## src/rtl/pwm_cmp_pkg.sv

```systemverilog
`timescale 1ns/1ps
package pwm_cmp_pkg;

  typedef enum logic [1:0] {
    CNT_UP     = 2'b00,
    CNT_DOWN   = 2'b01,
    CNT_UPDOWN = 2'b10,
    CNT_STOP   = 2'b11
  } cnt_mode_e;

  typedef enum logic [1:0] {
    LD_ZERO   = 2'b00,
    LD_PRD    = 2'b01,
    LD_EITHER = 2'b10,
    LD_FREEZE = 2'b11
  } ld_mode_e;

  // per-channel control nibble: {sync_sel, ld_mode, bypass}
  typedef struct packed {
    logic     sync_sel;
    ld_mode_e ld_mode;
    logic     bypass;
  } chan_cfg_t;

  localparam int unsigned CHAN_N   = 2;
  localparam int unsigned CFG_W    = $bits(chan_cfg_t);
  localparam int unsigned CTRL_W   = CHAN_N * CFG_W + 2;

  localparam logic [2:0] ADDR_CMP_A = 3'd0;
  localparam logic [2:0] ADDR_CMP_B = 3'd1;
  localparam logic [2:0] ADDR_CTRL  = 3'd2;
  localparam logic [2:0] ADDR_PRD   = 3'd3;
  localparam logic [2:0] ADDR_MODE  = 3'd4;

  function automatic logic ld_hit(input ld_mode_e m, input logic z, input logic p);
    case (m)
      LD_ZERO:   return z;
      LD_PRD:    return p;
      LD_EITHER: return z | p;
      default:   return 1'b0;
    endcase
  endfunction

  function automatic logic irq_hit(input logic [1:0] sel, input logic z, input logic p);
    return (sel[0] & z) | (sel[1] & p);
  endfunction

endpackage

```

## src/rtl/pwm_timebase.sv

```systemverilog
`timescale 1ns/1ps
module pwm_timebase
  import pwm_cmp_pkg::*;
#(
  parameter int unsigned CNT_W = 16
) (
  input  logic             clk,
  input  logic             rst_n,
  input  cnt_mode_e        mode,
  input  logic [CNT_W-1:0] prd,
  output logic [CNT_W-1:0] cnt,
  output logic             running,
  output logic             zero_evt,
  output logic             prd_evt
);

  localparam logic [CNT_W-1:0] ONE = CNT_W'(1);

  logic dir_up;

  // returns {next direction, next count}
  function automatic logic [CNT_W:0] advance(input cnt_mode_e m, input logic d,
                                             input logic [CNT_W-1:0] c,
                                             input logic [CNT_W-1:0] p);
    logic             nd;
    logic [CNT_W-1:0] nc;
    nd = d;
    nc = c;
    case (m)
      CNT_UP: begin
        nd = 1'b1;
        nc = (c >= p) ? '0 : c + ONE;
      end
      CNT_DOWN: begin
        nd = 1'b1;
        nc = (c == '0 || c > p) ? p : c - ONE;
      end
      CNT_UPDOWN: begin
        if (d) begin
          if (c >= p) begin
            nd = 1'b0;
            nc = (p == '0) ? '0 : c - ONE;
          end else begin
            nc = c + ONE;
          end
        end else begin
          if (c == '0) begin
            nd = 1'b1;
            nc = (p == '0) ? '0 : ONE;
          end else begin
            nc = c - ONE;
          end
        end
      end
      default: ;
    endcase
    return {nd, nc};
  endfunction

  assign running  = (mode != CNT_STOP);
  assign zero_evt = running && (cnt == '0);
  assign prd_evt  = running && (cnt == prd);

  always_ff @(posedge clk or negedge rst_n) begin
    if (!rst_n) begin
      cnt    <= '0;
      dir_up <= 1'b1;
    end else begin
      {dir_up, cnt} <= advance(mode, dir_up, cnt, prd);
    end
  end

  // a running counter within the period stays within it
  assert_cnt_in_range_R7: assert property (@(posedge clk) disable iff (!rst_n)
    (running && cnt <= prd) |=> (cnt <= $past(prd)));

  // up-down mode turns back at the period
  assert_updown_turn_R7: assert property (@(posedge clk) disable iff (!rst_n)
    (mode == CNT_UPDOWN && dir_up && cnt == prd && prd != '0)
      |=> (cnt == $past(cnt) - ONE));

  // stopped counter holds its value
  assert_stop_holds_R7: assert property (@(posedge clk) disable iff (!rst_n)
    (!running) |=> $stable(cnt));

endmodule

```

## src/rtl/pwm_cmp_channel.sv

```systemverilog
`timescale 1ns/1ps
module pwm_cmp_channel
  import pwm_cmp_pkg::*;
#(
  parameter int unsigned CNT_W = 16
) (
  input  logic             clk,
  input  logic             rst_n,
  input  chan_cfg_t        cfg,
  input  logic             wr_hit,
  input  logic [CNT_W-1:0] wr_val,
  input  logic             zero_evt,
  input  logic             prd_evt,
  input  logic             running,
  input  logic             sync_rise,
  input  logic [CNT_W-1:0] cnt,
  output logic [CNT_W-1:0] active,
  output logic             full,
  output logic             match
);

  logic [CNT_W-1:0] shadow;
  logic             load_evt;

  assign load_evt = ld_hit(cfg.ld_mode, zero_evt, prd_evt) | (cfg.sync_sel & sync_rise);
  assign match    = running && (cnt == active);

  always_ff @(posedge clk or negedge rst_n) begin
    if (!rst_n) begin
      shadow <= '0;
      active <= '0;
      full   <= 1'b0;
    end else if (cfg.bypass) begin
      if (wr_hit) begin
        shadow <= wr_val;
        active <= wr_val;
        full   <= 1'b0;
      end
    end else begin
      if (load_evt) begin
        active <= shadow;
        full   <= 1'b0;
      end
      if (wr_hit) begin
        shadow <= wr_val;
        full   <= 1'b1;
      end
    end
  end

  // active value only moves on a load or a direct write
  assert_active_hold_R2: assert property (@(posedge clk) disable iff (!rst_n)
    (!(load_evt && !cfg.bypass) && !(wr_hit && cfg.bypass)) |=> $stable(active));

  // a buffered write raises the full flag
  assert_write_sets_full_R2: assert property (@(posedge clk) disable iff (!rst_n)
    (wr_hit && !cfg.bypass) |=> full);

  // direct write lands on the active value and leaves full low
  assert_bypass_direct_R3: assert property (@(posedge clk) disable iff (!rst_n)
    (wr_hit && cfg.bypass) |=> (!full && active == $past(wr_val)));

  // a load without a competing write empties the shadow
  assert_load_clears_full_R4: assert property (@(posedge clk) disable iff (!rst_n)
    (load_evt && !wr_hit && !cfg.bypass) |=> !full);

  // same-edge write and load moves the older shadow value
  assert_merge_keeps_new_R5: assert property (@(posedge clk) disable iff (!rst_n)
    (load_evt && wr_hit && !cfg.bypass) |=> (full && active == $past(shadow)));

endmodule

```

## src/rtl/pwm_cmp_shadow.sv

```systemverilog
`timescale 1ns/1ps
module pwm_cmp_shadow
  import pwm_cmp_pkg::*;
#(
  parameter int unsigned CNT_W = 16
) (
  input  logic             clk,
  input  logic             rst_n,
  input  logic             wr_en,
  input  logic [2:0]       wr_addr,
  input  logic [CNT_W-1:0] wr_data,
  input  logic             sync_in,
  output logic [CNT_W-1:0] cnt_value,
  output logic [CNT_W-1:0] cmp_act_a,
  output logic [CNT_W-1:0] cmp_act_b,
  output logic [1:0]       shadow_full,
  output logic [1:0]       cmp_match,
  output logic             irq
);

  localparam int unsigned IRQ_LSB = CHAN_N * CFG_W;

  logic [CTRL_W-1:0] ctrl_q;
  logic [CNT_W-1:0]  prd_q;
  cnt_mode_e         mode_q;
  logic              sync_q;
  logic              sync_rise;
  logic              running;
  logic              zero_evt;
  logic              prd_evt;
  logic [CNT_W-1:0]  cnt;
  logic [1:0]        irq_sel;
  logic [CNT_W-1:0]  act   [CHAN_N];
  logic [CHAN_N-1:0] full;
  logic [CHAN_N-1:0] match;

  always_ff @(posedge clk or negedge rst_n) begin
    if (!rst_n) begin
      ctrl_q <= '0;
      prd_q  <= '0;
      mode_q <= CNT_STOP;
      sync_q <= 1'b0;
    end else begin
      sync_q <= sync_in;
      if (wr_en) begin
        case (wr_addr)
          ADDR_CTRL: ctrl_q <= wr_data[CTRL_W-1:0];
          ADDR_PRD:  prd_q  <= wr_data;
          ADDR_MODE: mode_q <= cnt_mode_e'(wr_data[1:0]);
          default: ;
        endcase
      end
    end
  end

  assign sync_rise = sync_in & ~sync_q;
  assign irq_sel   = ctrl_q[IRQ_LSB +: 2];

  pwm_timebase #(.CNT_W(CNT_W)) u_tb (
    .clk      (clk),
    .rst_n    (rst_n),
    .mode     (mode_q),
    .prd      (prd_q),
    .cnt      (cnt),
    .running  (running),
    .zero_evt (zero_evt),
    .prd_evt  (prd_evt)
  );

  for (genvar ch = 0; ch < CHAN_N; ch++) begin : g_chan
    logic wr_hit;
    assign wr_hit = wr_en && (wr_addr == ADDR_CMP_A + 3'(ch));

    pwm_cmp_channel #(.CNT_W(CNT_W)) u_ch (
      .clk       (clk),
      .rst_n     (rst_n),
      .cfg       (chan_cfg_t'(ctrl_q[ch*CFG_W +: CFG_W])),
      .wr_hit    (wr_hit),
      .wr_val    (wr_data),
      .zero_evt  (zero_evt),
      .prd_evt   (prd_evt),
      .running   (running),
      .sync_rise (sync_rise),
      .cnt       (cnt),
      .active    (act[ch]),
      .full      (full[ch]),
      .match     (match[ch])
    );
  end

  assign cnt_value   = cnt;
  assign cmp_act_a   = act[0];
  assign cmp_act_b   = act[1];
  assign shadow_full = full;
  assign cmp_match   = match;
  assign irq         = irq_hit(irq_sel, zero_evt, prd_evt);

  // the interrupt needs a counter event behind it
  assert_irq_has_event_R8: assert property (@(posedge clk) disable iff (!rst_n)
    irq |-> (zero_evt || prd_evt));

  // no interrupt from a stopped counter
  assert_irq_quiet_stopped_R8: assert property (@(posedge clk) disable iff (!rst_n)
    (mode_q == CNT_STOP) |-> !irq);

  // a match never comes from a stopped counter
  assert_match_running_R9: assert property (@(posedge clk) disable iff (!rst_n)
    (mode_q == CNT_STOP) |-> (cmp_match == 2'b00));

  // writing channel A leaves channel B untouched
  assert_chan_isolated_R10: assert property (@(posedge clk) disable iff (!rst_n)
    (wr_en && wr_addr == ADDR_CMP_A && !(sync_rise && ctrl_q[7]) && !zero_evt && !prd_evt)
      |=> ($stable(cmp_act_b) && $stable(shadow_full[1])));

endmodule

```

## config.mk

```make
export PLATFORM = sky130hd
export DESIGN_NAME = pwm_cmp_shadow
export DESIGN_NICKNAME = d
export VERILOG_FILES = /design/src/rtl/pwm_cmp_pkg.sv /design/src/rtl/pwm_timebase.sv /design/src/rtl/pwm_cmp_channel.sv /design/src/rtl/pwm_cmp_shadow.sv
export SDC_FILE = /design/constraint.sdc
export NUM_CORES = 1
export LEC_CHECK = 0
export BUFFER_PORTS_ARGS = -buffer_cell sky130_fd_sc_hd__buf_2
export CAP_MARGIN = 0
export CORE_UTILIZATION = 30
export DETAILED_ROUTE_END_ITERATION = 12
export GPL_TIMING_DRIVEN = 0
export PLACE_DENSITY = 0.46
export SLEW_MARGIN = 20
export SYNTH_ARGS = -nofsm -noshare
export SYNTH_HDL_FRONTEND = slang
export SYNTH_SLANG_ARGS = --single-unit
```

## constraint.sdc

```tcl
create_clock -name clk -period 4.85 [get_ports clk]
set_input_delay 0.485 -clock clk [delete_from_list [all_inputs] [get_ports clk]]
set_output_delay 0.485 -clock clk [all_outputs]
set_load 0.01 [all_outputs]
```

==> impl_results.md <==
- Pleak: 0.003504 µW
- Syn avg cell area: between 10 and 15 µm²
- Fillers: 2,344
- CTS H-tree depth: 3
- Max Freq: 221.7 MHz
- RD Place Congestion: roughly 0.97
- Outcome: complete, no violations
- Fin crit period: ~4500 ps
- Max stage delay on crit path: 600 ps
- Crit end category: primary output
- Io pins: 76
- Initial antenna violation count: 0
- Routed Antenna Nets: 0
- ANT cells: 0
- NumNets Final: 804
- Multiplexer share of the synthesized area: 19.93%
- Slowest cell on the critical path: buf_1
- Post-Route WL: roughly 24 mm
- WHS: between 3 and 4 ps
- Area Overhead vs Synth: 16.66%
- Die W: 155.3 µm
- RSZ-0062 raised after global routing: false
- Count of input and output buffers: 75
- Pint: 2843 µW
- Share of flip-flops with an asynchronous set or reset: 100.0%
- Clock slew at reported path FFs: 80 ps
- Row cnt: 55
- PnR worst setup slack: 340.2 ps
- Worst-skew pair later-pin latency: 360 ps
- Worst hold path type: primary input to async pin
- Worst-path fanout max: 10
- Worst slew margin: a little over a third
- Longest Clk Path Bufs: 2
- Routed via count: a little under 6,000
- Slew at the pin closest to its max-slew limit: between 900 and 1000 ps
- Initial Util: 30.87%
- PwrDens: roughly 610 mW/mm²
- Post-synthesis simple-gate area fraction: 11.99%
- Core ar.: approximately 0.023 mm²
- TritonCTS clock tree: yes
- Utilization after layout: 36.01%
- GR Util All Layers: between 20% and 30%
- Via density: around 5.5
- Register area share after synthesis: just under 40%
- Mapped Nets: 717
- Total Die Area: ~0.024 mm²
- Layout cells sized above 1: 31.81%
- Synth Register Bits: 112
- Clock Skews: 9.700 ps
- Worst Path Required: 4370 ps
- Wirelength per Cell: 22.16 µm
- Sw Ratio: 43.79%
- Count of different cell masters after synthesis: a little over 60
- First DRT Iteration DRCs: 424
- Largest family of logic cells by synthesized area: multiplexers
- Post-route cell area: 0.008227 mm²
- Max-cap violations: 0
- Cells after Synth: 672
- CP cell instances: clkbuf_1, inv_1, ha_1, nand4_1, inv_1, and2_1, buf_2, buf_1, buf_1, a22oi_1, nor2_1, buf_2
- TritonCTS Buffers: 9
- Top-area cell type share of the netlist area: 38.68%
- Setup violators final: 0
- Synthesized area: 0.007052 mm²
- Root buffer cell: clkbuf_16
- Synth top area cells: dfrtp_1 39%, mux2_2 19%, xor2_1 5.2%, ha_1 3.9%, xnor2_1 1.9%
- Post-Synth Adder-Cell Area: just under 4%
- Largest net degree at the start of global routing: 82
- Max IR drop VDD: 0.0002452 V
- Dpl ws: between 500 and 600 ps
- Global-route wire length before repair: 36.50 mm
- Final hold violation count: 0
- NetSw: 2214 µW
- Flop pwr share: 31.7%
- Placed cell area: 0.007853 mm²
- DRC: 0
- Vias in the first global route: 5,878
- GRT overflow: 0
- Combinational power share: 50.5%
- Clock sinks: 112
- Post-Synth XOR/XNOR Area: 7.079%
- Chip height: 155.3 µm
- Clk pwr share: 17.9%
- Cell type with the highest aggregate area in the netlist: dfrtp_1
- DRT Pass-1 Iters: 6
- Postcts setup bufs: 0
- Number of synthesized flops with an enable pin: 0
- Crit Path Class: flop to primary output
- YS warnings: 0
- Primary FF master, synth: dfrtp_1
- Synth Area in Compound Gates: approximately an eighth
- Setup TNS: 0 ps
- Final Max Tran Viols: 0
- Post-route clock period utilization: around 93%
- Startpoint Class: flop
- Critical path arrival: 4020 ps
- Dpl hpwl: between 15 and 20 mm
kinds of logic (layout without fill, tap and decap cells):
family,Yosys count,in the layout
AO/OA/AOI/OAI,123,123
multiplexers,124,124
buffers and inverters,80,172
flip-flops,112,112
AND/OR/NAND/NOR,154,154
adder cells (fa/ha/maj),22,22
XOR/XNOR,57,57
power groups by stage:
stage / registers, µW / logic (µW) / clock network [µW]
finish: 1600 / 2550 / 903
global route: 1650 / 2770 / 964
CTS: 1600 / 2520 / 925
detailed placement: 1620 / 2510 / 0
global placement: 1610 / 2470 / 0
floorplan: 1580 / 1620 / 0
layout make-up:
type | count | area, µm² | share of cell area, %
sequential | 112 | 2806 | 34.11
timing repair buffer | 76 | 409.1 | 4.973
buffer | 52 | 246.5 | 2.996
clock buffer | 9 | 225.2 | 2.738
inverter | 28 | 105.1 | 1.278
multi-input combinational | 480 | 3908 | 47.50
tap | 313 | 391.6 | 4.760
clock inverter | 7 | 135.1 | 1.643
cells in the mapped netlist, types with 5 or more instances:
library cell	number
nand4b_1	5
or4_1	8
nor2_1	27
ha_1	22
a22o_1	8
xnor2_1	15
or3_1	5
mux2_2	121
nand3_1	16
dfrtp_1	109
o211ai_1	6
nand2_1	29
a31oi_1	17
o32a_1	8
nand4_1	8
a21oi_1	24
inv_1	28
nor4_1	14
buf_2	5
xor2_1	42
clkbuf_1	30
buf_1	9
a21boi_0	8
o21ai_0	13
nor3_1	19
state kept, by name, indices dropped and copies added, names as in the netlist:
name                flops
g_chan.u_ch.active     32
g_chan.u_ch.shadow     32
prd_q                  16
u_tb.cnt               16
ctrl_q                 10
g_chan.u_ch.full        2
mode_q                  2
sync_q                  1
u_tb.dir_up             1
timing repair:
action / 4_1_cts / 5_1_grt
endpoints found under the hold margin: 0 / 0
hold buffers: 0 / 0
gates resized for setup: 0 / 1
endpoints found under the setup margin: 0 / 1
metal layers:
layer / GRT usage [%] / vias to the layer above / share of wire, %
li1: - / 2650 / -
met1: 28.83 / 3019 / 46
met2: 32.73 / 236 / 47
met3: 2.730 / 26 / 5.9
met4: 4.855 / 0 / 1.4
met5: 0 / - / 0
critical path: cells and delay by family, from the launching register on:
kind                     cells  cell delay, ps
flip-flops                   1             420
adder cells (fa/ha/maj)      1             320
AO/OA/AOI/OAI                1             140
buffers and inverters        7            2320
AND/OR/NAND/NOR              3             450
path summary, 6_finish.rpt:
kind | startpoint | cells past startpoint | slack (ps) | to
max in group asynchronous | rst_n | 2 | 4130 | g_chan[0].u_ch.active[8]
setup / recovery | u_tb.cnt[0] | 12 | 340 | irq
setup reg to reg | u_tb.cnt[0] | 11 | 520 | g_chan[1].u_ch.active[11]
hold / removal | rst_n | 1 | 4 | u_tb.cnt[1]
min in group clk | sync_in | 1 | 280 | sync_q
hold reg to reg | g_chan[1].u_ch.shadow[4] | 1 | 510 | g_chan[1].u_ch.shadow[4]
layout by cell type, fill, tap and decap left out, types with 4 or more instances in the layout:
master and count:
buf_4 4, o32a_1 8, nand4_1 8, or4_1 8
clkbuf_1 30, ha_1 22, xnor2_1 15, a31oi_1 17
buf_2 79, nand4b_1 5, buf_6 5, xor2_1 42
o21ai_0 13, nor4_1 14, nand2_1 29, o31ai_1 4
nand3_1 16, inv_1 28, nor2_1 27, o211ai_1 6
buf_1 9, dfrtp_1 109, clkbuf_16 9, a22oi_1 4
a21oi_1 24, nor3_1 18, or3_1 5, mux2_2 121
a22o_1 8, a21boi_0 8
metrics by stage:
stage          instances  power, µW
5_1_grt             1077       5385
3_3_place_gp        1060       4086
6_report            1077       5057
3_5_place_dp        1061       4136
2_1_floorplan        672       3201
4_1_cts             1077       5055
Power figures use the tool's default switching activity.
